==> config.mk <==
export PLATFORM = sky130hd
export DESIGN_NAME = busfan_select
export DESIGN_NICKNAME = d
export VERILOG_FILES = /design/src/rtl/busfan_pkg.sv /design/src/rtl/busfan_glitch_filter.sv /design/src/rtl/busfan_bus_events.sv /design/src/rtl/busfan_target_fsm.sv /design/src/rtl/busfan_select.sv
export SDC_FILE = /design/constraint.sdc
export NUM_CORES = 1
export LEC_CHECK = 0
export ABC_CLOCK_PERIOD_IN_PS = 2700
export BUFFER_PORTS_ARGS = -buffer_cell sky130_fd_sc_hd__buf_2
export CORE_UTILIZATION = 30
export DETAILED_ROUTE_END_ITERATION = 6
export GPL_ROUTABILITY_DRIVEN = 1
export PLACE_DENSITY = 0.48
export SLEW_MARGIN = 20
export SYNTH_ARGS = -nofsm -noshare
export SYNTH_HDL_FRONTEND = slang
export SYNTH_HIERARCHICAL = 1
export SYNTH_SLANG_ARGS = --single-unit
==> constraint.sdc <==
create_clock -name clk -period 2.7 [get_ports clk]
set_clock_uncertainty 0.15 [all_clocks]
set_input_delay 0.27 -clock clk [delete_from_list [all_inputs] [get_ports clk]]
set_output_delay 0.27 -clock clk [all_outputs]
set_load 0.02 [all_outputs]
==> src/rtl/busfan_pkg.sv <==
// Package: shared types for the channel select target.
// Assumes: one byte per bus transfer unit; bit counter counts 0..8.
package busfan_pkg;

    localparam int BYTE_W = 8;
    localparam int BCNT_W = 4;

    typedef enum logic [2:0] {
        TS_IDLE,      // bus free or not yet addressed
        TS_ADDR,      // shifting in address + R/W
        TS_ADDR_ACK,  // driving ACK for the address
        TS_WDATA,     // shifting in a write byte
        TS_WACK,      // driving ACK for a write byte
        TS_RDATA,     // shifting out the register byte
        TS_RACK,      // sampling the master's ACK/NACK
        TS_SKIP       // not addressed / done, wait for START or STOP
    } tgt_state_t;

endpackage

==> src/rtl/busfan_glitch_filter.sv <==
// Module: busfan_glitch_filter
// Synchronises one bus line into the clk domain. The clean output follows
// the line only after the new level has been held for STABLE_CYCLES
// consecutive samples, so shorter pulses are dropped.
// Assumes: an idle bus line is high; reset value is therefore 1.
module busfan_glitch_filter #(
    parameter int STABLE_CYCLES = 8
) (
    input  logic clk,
    input  logic rst_n,
    input  logic raw_in,
    output logic clean_out
);

    localparam int CW = $clog2(STABLE_CYCLES + 1);

    logic [1:0]    sync_q;
    logic [CW-1:0] run_q;
    logic          clean_q;

    // Two-flop synchroniser followed by a run-length qualifier.
    always_ff @(posedge clk or negedge rst_n) begin
        if (!rst_n) begin
            sync_q  <= 2'b11;
            run_q   <= '0;
            clean_q <= 1'b1;
        end else begin
            sync_q <= {sync_q[0], raw_in};
            if (sync_q[1] == clean_q) begin
                run_q <= '0;
            end else if (run_q == CW'(STABLE_CYCLES - 1)) begin
                clean_q <= sync_q[1];
                run_q   <= '0;
            end else begin
                run_q <= run_q + 1'b1;
            end
        end
    end

    assign clean_out = clean_q;

endmodule

==> src/rtl/busfan_bus_events.sv <==
// Module: busfan_bus_events
// Turns the filtered clock and data levels into one-cycle event pulses:
// clock rise, clock fall, START and STOP.
// Assumes: inputs are already synchronous and glitch-free.
module busfan_bus_events (
    input  logic clk,
    input  logic rst_n,
    input  logic scl_f,
    input  logic sda_f,
    output logic scl_rise,
    output logic scl_fall,
    output logic start_det,
    output logic stop_det
);

    logic scl_p;
    logic sda_p;

    // Hold the previous filtered levels for edge detection.
    always_ff @(posedge clk or negedge rst_n) begin
        if (!rst_n) begin
            scl_p <= 1'b1;
            sda_p <= 1'b1;
        end else begin
            scl_p <= scl_f;
            sda_p <= sda_f;
        end
    end

    // Data may only change while the clock is low; a change under a high
    // clock is a bus condition.
    always_comb begin
        scl_rise  = scl_f & ~scl_p;
        scl_fall  = ~scl_f & scl_p;
        start_det = scl_f & scl_p & sda_p & ~sda_f;
        stop_det  = scl_f & scl_p & ~sda_p & sda_f;
    end

endmodule

==> src/rtl/busfan_target_fsm.sv <==
// Module: busfan_target_fsm
// Byte-level target protocol: address match, ACK generation, write capture
// into a pending register, commit on STOP, and read-back of the applied
// register.
// Assumes: event pulses from busfan_bus_events; NCH < 8.
module busfan_target_fsm
    import busfan_pkg::*;
#(
    parameter int         NCH     = 4,
    parameter logic [3:0] ADDR_HI = 4'b1110
) (
    input  logic           clk,
    input  logic           rst_n,
    input  logic [2:0]     addr_strap,
    input  logic           sda_f,
    input  logic           scl_rise,
    input  logic           scl_fall,
    input  logic           start_det,
    input  logic           stop_det,
    output logic           sda_oe,
    output logic [NCH-1:0] chan_en
);

    localparam logic [BCNT_W-1:0] LAST_BIT = BCNT_W'(BYTE_W);

    tgt_state_t        state_q;
    logic [BCNT_W-1:0] bit_cnt_q;
    logic [BYTE_W-1:0] shreg_q;
    logic              is_read_q;
    logic              mst_ack_q;
    logic              oe_q;
    logic [NCH-1:0]    pend_q;
    logic              pend_vld_q;
    logic [NCH-1:0]    chan_q;
    logic [6:0]        my_addr;
    logic [BYTE_W-1:0] rd_byte;

    // Full target address and the byte returned on reads.
    assign my_addr = {ADDR_HI, addr_strap};
    assign rd_byte = {{(BYTE_W - NCH){1'b0}}, chan_q};

    // Protocol sequencer; bus conditions take priority over clock edges.
    always_ff @(posedge clk or negedge rst_n) begin
        if (!rst_n) begin
            state_q    <= TS_IDLE;
            bit_cnt_q  <= '0;
            shreg_q    <= '0;
            is_read_q  <= 1'b0;
            mst_ack_q  <= 1'b0;
            oe_q       <= 1'b0;
            pend_q     <= '0;
            pend_vld_q <= 1'b0;
            chan_q     <= '0;
        end else if (stop_det) begin
            state_q    <= TS_IDLE;
            oe_q       <= 1'b0;
            bit_cnt_q  <= '0;
            pend_vld_q <= 1'b0;
            if (pend_vld_q) begin
                chan_q <= pend_q;
            end
        end else if (start_det) begin
            state_q   <= TS_ADDR;
            oe_q      <= 1'b0;
            bit_cnt_q <= '0;
        end else begin
            case (state_q)
                TS_ADDR: begin
                    if (scl_rise) begin
                        shreg_q   <= {shreg_q[BYTE_W-2:0], sda_f};
                        bit_cnt_q <= bit_cnt_q + 1'b1;
                    end else if (scl_fall && bit_cnt_q == LAST_BIT) begin
                        if (shreg_q[BYTE_W-1:1] == my_addr) begin
                            oe_q      <= 1'b1;
                            is_read_q <= shreg_q[0];
                            state_q   <= TS_ADDR_ACK;
                        end else begin
                            state_q <= TS_SKIP;
                        end
                    end
                end
                TS_ADDR_ACK: begin
                    if (scl_fall) begin
                        bit_cnt_q <= '0;
                        if (is_read_q) begin
                            shreg_q <= rd_byte;
                            oe_q    <= ~rd_byte[BYTE_W-1];
                            state_q <= TS_RDATA;
                        end else begin
                            oe_q    <= 1'b0;
                            state_q <= TS_WDATA;
                        end
                    end
                end
                TS_WDATA: begin
                    if (scl_rise) begin
                        shreg_q   <= {shreg_q[BYTE_W-2:0], sda_f};
                        bit_cnt_q <= bit_cnt_q + 1'b1;
                    end else if (scl_fall && bit_cnt_q == LAST_BIT) begin
                        pend_q     <= shreg_q[NCH-1:0];
                        pend_vld_q <= 1'b1;
                        oe_q       <= 1'b1;
                        state_q    <= TS_WACK;
                    end
                end
                TS_WACK: begin
                    if (scl_fall) begin
                        oe_q      <= 1'b0;
                        bit_cnt_q <= '0;
                        state_q   <= TS_WDATA;
                    end
                end
                TS_RDATA: begin
                    if (scl_rise) begin
                        bit_cnt_q <= bit_cnt_q + 1'b1;
                    end else if (scl_fall) begin
                        if (bit_cnt_q == LAST_BIT) begin
                            oe_q    <= 1'b0;
                            state_q <= TS_RACK;
                        end else begin
                            shreg_q <= {shreg_q[BYTE_W-2:0], 1'b0};
                            oe_q    <= ~shreg_q[BYTE_W-2];
                        end
                    end
                end
                TS_RACK: begin
                    if (scl_rise) begin
                        mst_ack_q <= ~sda_f;
                    end else if (scl_fall) begin
                        if (mst_ack_q) begin
                            bit_cnt_q <= '0;
                            shreg_q   <= rd_byte;
                            oe_q      <= ~rd_byte[BYTE_W-1];
                            state_q   <= TS_RDATA;
                        end else begin
                            state_q <= TS_SKIP;
                        end
                    end
                end
                default: begin
                end
            endcase
        end
    end

    assign sda_oe  = oe_q;
    assign chan_en = chan_q;

endmodule

==> src/rtl/busfan_select.sv <==
// Module: busfan_select (top)
// Serial-bus target holding a channel-enable register for a 1-to-NCH bus
// switch. Filters both bus lines, detects bus conditions and runs the
// byte protocol. SDA is driven open-drain through sda_oe.
// Assumes: SCL low and high phases each last well over FILT_CYCLES + 4
// system clocks.
module busfan_select #(
    parameter int         NCH         = 4,
    parameter int         FILT_CYCLES = 8,
    parameter logic [3:0] ADDR_HI     = 4'b1110
) (
    input  logic           clk,
    input  logic           rst_n,
    input  logic [2:0]     addr_strap,
    input  logic           scl_in,
    input  logic           sda_in,
    output logic           sda_oe,
    output logic [NCH-1:0] chan_en
);

    localparam int NLINES = 2;

    logic [NLINES-1:0] raw_lines;
    logic [NLINES-1:0] clean_lines;
    logic              scl_clean;
    logic              sda_clean;
    logic              scl_rise;
    logic              scl_fall;
    logic              start_det;
    logic              stop_det;

    assign raw_lines = {sda_in, scl_in};

    // One spike filter per bus line.
    for (genvar g = 0; g < NLINES; g++) begin : g_filt
        busfan_glitch_filter #(
            .STABLE_CYCLES(FILT_CYCLES)
        ) u_filt (
            .clk      (clk),
            .rst_n    (rst_n),
            .raw_in   (raw_lines[g]),
            .clean_out(clean_lines[g])
        );
    end

    assign scl_clean = clean_lines[0];
    assign sda_clean = clean_lines[1];

    busfan_bus_events u_events (
        .clk      (clk),
        .rst_n    (rst_n),
        .scl_f    (scl_clean),
        .sda_f    (sda_clean),
        .scl_rise (scl_rise),
        .scl_fall (scl_fall),
        .start_det(start_det),
        .stop_det (stop_det)
    );

    busfan_target_fsm #(
        .NCH    (NCH),
        .ADDR_HI(ADDR_HI)
    ) u_fsm (
        .clk       (clk),
        .rst_n     (rst_n),
        .addr_strap(addr_strap),
        .sda_f     (sda_clean),
        .scl_rise  (scl_rise),
        .scl_fall  (scl_fall),
        .start_det (start_det),
        .stop_det  (stop_det),
        .sda_oe    (sda_oe),
        .chan_en   (chan_en)
    );

endmodule

==> metrics.txt <==
# TYPE chip_impl_metric gauge
chip_impl_info{name="run_status",value="finished, final reports clean"} 1
chip_impl_metric{name="final_period_minus_worst_setup_slack",unit="ns"} 2.448
chip_impl_info{name="cp-start-kind",value="flop"} 1
chip_impl_info{name="ys_top_cells_by_area",value="sky130_fd_sc_hd__dfrtp_1 39%, sky130_fd_sc_hd__dfstp_2 9.3%, sky130_fd_sc_hd__mux2_4 6.6%"} 1
chip_impl_info{name="synthFlopType",value="sky130_fd_sc_hd__dfrtp_1"} 1
chip_impl_metric{name="place_congestion",unit=""} 0.8949
chip_impl_metric{name="hold_ws",unit="ns"} 0.2077
chip_impl_metric{name="total_power",unit="mW"} 2.145
chip_impl_metric{name="avgRoutedWirePerCell",unit="µm"} 13.40
chip_impl_metric{name="die-width",unit="µm"} 88.81
chip_impl_metric{name="pin_count_of_the_biggest_net_entering_global_routing",unit=""} 34
chip_impl_metric{name="worst_setup_hold_path_clk_slew",unit="ns"} 0.08
chip_impl_metric{name="drt.antenna.violating_nets",unit=""} 0
chip_impl_info{name="cts.root.buffer_cell",value="sky130_fd_sc_hd__clkbuf_8"} 1
chip_impl_metric{name="timing.setup.tns",unit="ns"} 0
chip_impl_metric{name="nets",unit=""} 227
chip_impl_info{name="worstSetupStartpoint",value="u_events/scl_p"} 1
chip_impl_info{name="hold_path.class",value="reg -> reg"} 1
chip_impl_metric{name="reg2reg_setup_slack",unit="ns"} 0.25
chip_impl_metric{name="max-clock-path-buffers",unit=""} 2
chip_impl_metric{name="number_of_drc_markers_after_the_initial_detailed_route_iteration",unit=""} 60
chip_impl_info{name="crit_path_end_kind",value="flop"} 1
chip_impl_metric{name="setup_violations",unit=""} 0
chip_impl_metric{name="flow.area_growth_from_synthesis",unit="%"} 13.28
chip_impl_info{name="yosys.area.top_type",value="sky130_fd_sc_hd__dfrtp_1"} 1
chip_impl_metric{name="detailed_route_wl",unit="µm"} 4235
chip_impl_metric{name="timing_hold_violations_final",unit=""} 0
chip_impl_metric{name="route.detailed.vias_per_inst",unit=""} 4.820
chip_impl_metric{name="syn_nets",unit=""} 208
chip_impl_metric{name="global_route.overflow_total",unit=""} 0
chip_impl_info{name="timing.rr.start",value="u_events/scl_p"} 1
chip_impl_metric{name="yosysWarnings",unit=""} 6
chip_impl_metric{name="via_count",unit=""} 1523
chip_impl_metric{name="synth_sequential_area_ratio",unit="%"} 48.04
chip_impl_metric{name="maxSlewViolCount",unit=""} 0
chip_impl_metric{name="slew_headroom",unit="%"} 66.13
chip_impl_metric{name="synth-seq-cells",unit=""} 43
chip_impl_metric{name="number_of_rows_created_at_floorplan",unit=""} 31
chip_impl_metric{name="drcViolationCount",unit=""} 0
chip_impl_metric{name="clkSinkCount",unit=""} 43
chip_impl_metric{name="h-tree-depth",unit=""} 2
chip_impl_metric{name="netlist-cell-type-count",unit=""} 53
chip_impl_metric{name="peak_clock_frequency_supported_by_timing",unit="MHz"} 408.6
chip_impl_metric{name="drv.max_cap_violation_count",unit=""} 0
chip_impl_metric{name="synth.cell_area",unit="mm²"} 0.002261
chip_impl_metric{name="place.detailed.hpwl",unit="µm"} 3006
chip_impl_metric{name="numCtsBuffers",unit=""} 5
chip_impl_metric{name="num_io_pins",unit=""} 12
chip_impl_metric{name="critical_path_required",unit="ns"} 2.74
chip_impl_metric{name="grt_first_pass_wirelength",unit="µm"} 6900
chip_impl_metric{name="crit_path_max_incr_delay",unit="ns"} 0.54
chip_impl_info{name="cp_cell_sequence",value="nor2b_1, and2b_1, a21oi_1, a21o_1, a221o_1, mux2_4"} 1
chip_impl_metric{name="asyncSetResetFlopFracSynth",unit="%"} 100.0
chip_impl_metric{name="avgSynthCellArea",unit="µm²"} 11.48
chip_impl_metric{name="clock_insertion_delay_at_the_later_pin_of_the_skew_report",unit="ns"} 0.30
chip_impl_metric{name="grt_pass1_vias",unit=""} 1376
chip_impl_info{name="crit_type",value="reg -> reg"} 1
chip_impl_metric{name="setup_slack",unit="ns"} 0.2524
chip_impl_metric{name="floorplan.core_area",unit="mm²"} 0.007253
chip_impl_metric{name="worst-path-max-fanout",unit=""} 8
chip_impl_metric{name="synth_enable_flop_cells",unit=""} 0
chip_impl_metric{name="grt_use_total",unit="%"} 11.71
chip_impl_metric{name="power_density_normalized_to_cell_area",unit="mW/mm²"} 837.4
chip_impl_metric{name="ir_drop",unit="V"} 0.0004133
chip_impl_metric{name="start_util",unit="%"} 31.17
chip_impl_metric{name="finalCritPeriodShare",unit="%"} 90.65
chip_impl_metric{name="cp_data_arrival_time",unit="ns"} 2.49
chip_impl_info{name="setup.worst_path.end",value="u_fsm/shreg_q[1]"} 1
chip_impl_metric{name="synth_largest_type_area_fraction",unit="%"} 38.74
chip_impl_metric{name="post-route-cell-area",unit="mm²"} 0.002561
chip_impl_metric{name="die_area",unit="mm²"} 0.007887
chip_impl_metric{name="grt_antenna_before_repair",unit=""} 0
chip_impl_metric{name="post_route_cells_drive_above_1_share",unit="%"} 29.03
chip_impl_info{name="rsz_0062_raised_after_global_routing",value="false"} 1
chip_impl_metric{name="synth_cells",unit=""} 197
chip_impl_info{name="cp_max_stage_cell",value="sky130_fd_sc_hd__dfstp_2"} 1
chip_impl_metric{name="diodes",unit=""} 0
chip_impl_metric{name="fill_cells",unit=""} 735
chip_impl_metric{name="post_cts_buffers",unit=""} 0
chip_impl_metric{name="number_of_detailed_routing_iterations_run_before_antenna_repair",unit=""} 4
chip_impl_metric{name="max_slew.worst_pin.slew",unit="ns"} 0.5079
chip_impl_metric{name="place_ws",unit="ns"} 0.2466
chip_impl_info{name="yosys.cell_count.top_type",value="sky130_fd_sc_hd__dfrtp_1"} 1
chip_impl_info{name="tritoncts_clock_tree",value="done"} 1
chip_impl_info{name="post_synth_top_cells",value="35 x sky130_fd_sc_hd__dfrtp_1, 15 x sky130_fd_sc_hd__nand2_1, 13 x sky130_fd_sc_hd__inv_1, 10 x sky130_fd_sc_hd__mux2_4, 9 x sky130_fd_sc_hd__o21ai_0"} 1
chip_impl_metric{name="p_leak",unit="nW"} 1.188
chip_impl_metric{name="port_buffers",unit=""} 11
chip_impl_metric{name="worst_r2r_path_depth",unit=""} 6
chip_impl_info{name="regToRegEndpoint",value="u_fsm/shreg_q[1]"} 1
chip_impl_metric{name="vert_die_dim",unit="µm"} 88.81
chip_impl_metric{name="dpl_cell_area",unit="mm²"} 0.002427
worst max-delay path: cells and delay by family (launching register included):
| family | cells | cell delay [ns] |
|---|---|---|
| multiplexers | 1 | 0.37 |
| flip-flops | 1 | 0.54 |
| AO/OA/AOI/OAI | 3 | 0.76 |
| AND/OR/NAND/NOR | 2 | 0.52 |
worst min path at each step:
stage,endpoint,startpoint,cells past startpoint,slack [ns]
global placement,g_filt[0].u_filt/run_q[2],rst_n,1,0.02
floorplan,g_filt[0].u_filt/run_q[0],rst_n,0,-0.18
finish,g_filt[0].u_filt/sync_q[1],g_filt[0].u_filt/sync_q[0],0,0.21
CTS,g_filt[0].u_filt/sync_q[1],g_filt[0].u_filt/sync_q[0],0,0.21
detailed placement,g_filt[0].u_filt/run_q[2],rst_n,1,0.02
global route,g_filt[0].u_filt/sync_q[1],g_filt[0].u_filt/sync_q[0],0,0.21
metrics by stage:
stage	util, %	instances
after CTS	35.31	316
final	35.31	316
after detailed placement	33.47	305
after global routing	35.31	316
after global placement	33.47	305
after floorplan	-	197
sequential cells by signal, summed over array words and instances (netlist names):
register	cells
u_fsm/pend_vld_q	1
u_fsm/shreg_q	8
u_fsm/bit_cnt_q	4
u_events/sda_p	1
u_fsm/state_q	3
u_fsm/pend_q	4
u_fsm/sda_oe	1
g_filt.u_filt/sync_q	4
g_filt.u_filt/clean_out	2
u_fsm/is_read_q	1
g_filt.u_filt/run_q	8
u_fsm/chan_en	4
u_fsm/mst_ack_q	1
u_events/scl_p	1
cell families (layout without fill, tap and decap cells):
group                    count (synthesis)  in the layout  synth area share [%]
AND/OR/NAND/NOR                         61             61                 16.55
flip-flops                              43             43                 48.04
AO/OA/AOI/OAI                           35             35                 11.68
multiplexers                            26             26                 14.28
buffers and inverters                   21             41                 4.538
XOR/XNOR                                 7              7                 2.712
adder cells (fa/ha/maj)                  4              4                 2.214
cells in the final DEF, fill, tap and decap left out, types with 3 or more instances in the layout:
master	count
sky130_fd_sc_hd__a21oi_1	5
sky130_fd_sc_hd__and4b_1	3
sky130_fd_sc_hd__buf_2	11
sky130_fd_sc_hd__buf_4	5
sky130_fd_sc_hd__clkbuf_8	7
sky130_fd_sc_hd__dfrtp_1	35
sky130_fd_sc_hd__dfstp_2	8
sky130_fd_sc_hd__dlygate4sd3_1	3
sky130_fd_sc_hd__ha_1	4
sky130_fd_sc_hd__inv_1	13
sky130_fd_sc_hd__mux2_2	8
sky130_fd_sc_hd__mux2_4	10
sky130_fd_sc_hd__mux2i_1	6
sky130_fd_sc_hd__nand2_1	15
sky130_fd_sc_hd__nand3_1	3
sky130_fd_sc_hd__nand3b_1	3
sky130_fd_sc_hd__nand4_1	4
sky130_fd_sc_hd__nor2_1	6
sky130_fd_sc_hd__nor2b_1	5
sky130_fd_sc_hd__nor3_1	4
sky130_fd_sc_hd__o21ai_0	9
sky130_fd_sc_hd__xnor2_1	7
metal layers:
layer | part of all wire [%] | up-vias | global-route usage, % | wire length (µm)
met5 | 0 | - | 0 | 0
met4 | 2.2 | 0 | 5.572 | 95
met3 | 3.2 | 8 | 2.612 | 134
met2 | 47 | 25 | 18.39 | 2010
met1 | 47 | 743 | 15.31 | 1994
li1 | - | 747 | - | -
repair_timing:
item / in CTS / in global routing
hold buffers: 3 / 0
resized for setup: 0 / 0
hold endpoints to repair: 12 / 0
where the power goes:
part	internal, mW	switching, mW	total, mW	leakage [nW]
logic	0.348	0.408	0.756	0.583
clock network	0.233	0.229	0.462	0.0505
registers	0.776	0.150	0.927	0.555
area by class of cell:
type | count | area [µm²] | area share, %
sequential | 43 | 1086 | 42.40
multi-input combinational | 133 | 1072 | 41.87
tap | 99 | 123.9 | 4.836
timing repair buffer | 19 | 122.6 | 4.788
clock buffer | 7 | 96.34 | 3.762
inverter | 14 | 52.55 | 2.052
clock inverter | 1 | 7.507 | 0.2931
(Power assumes the default switching activity.)
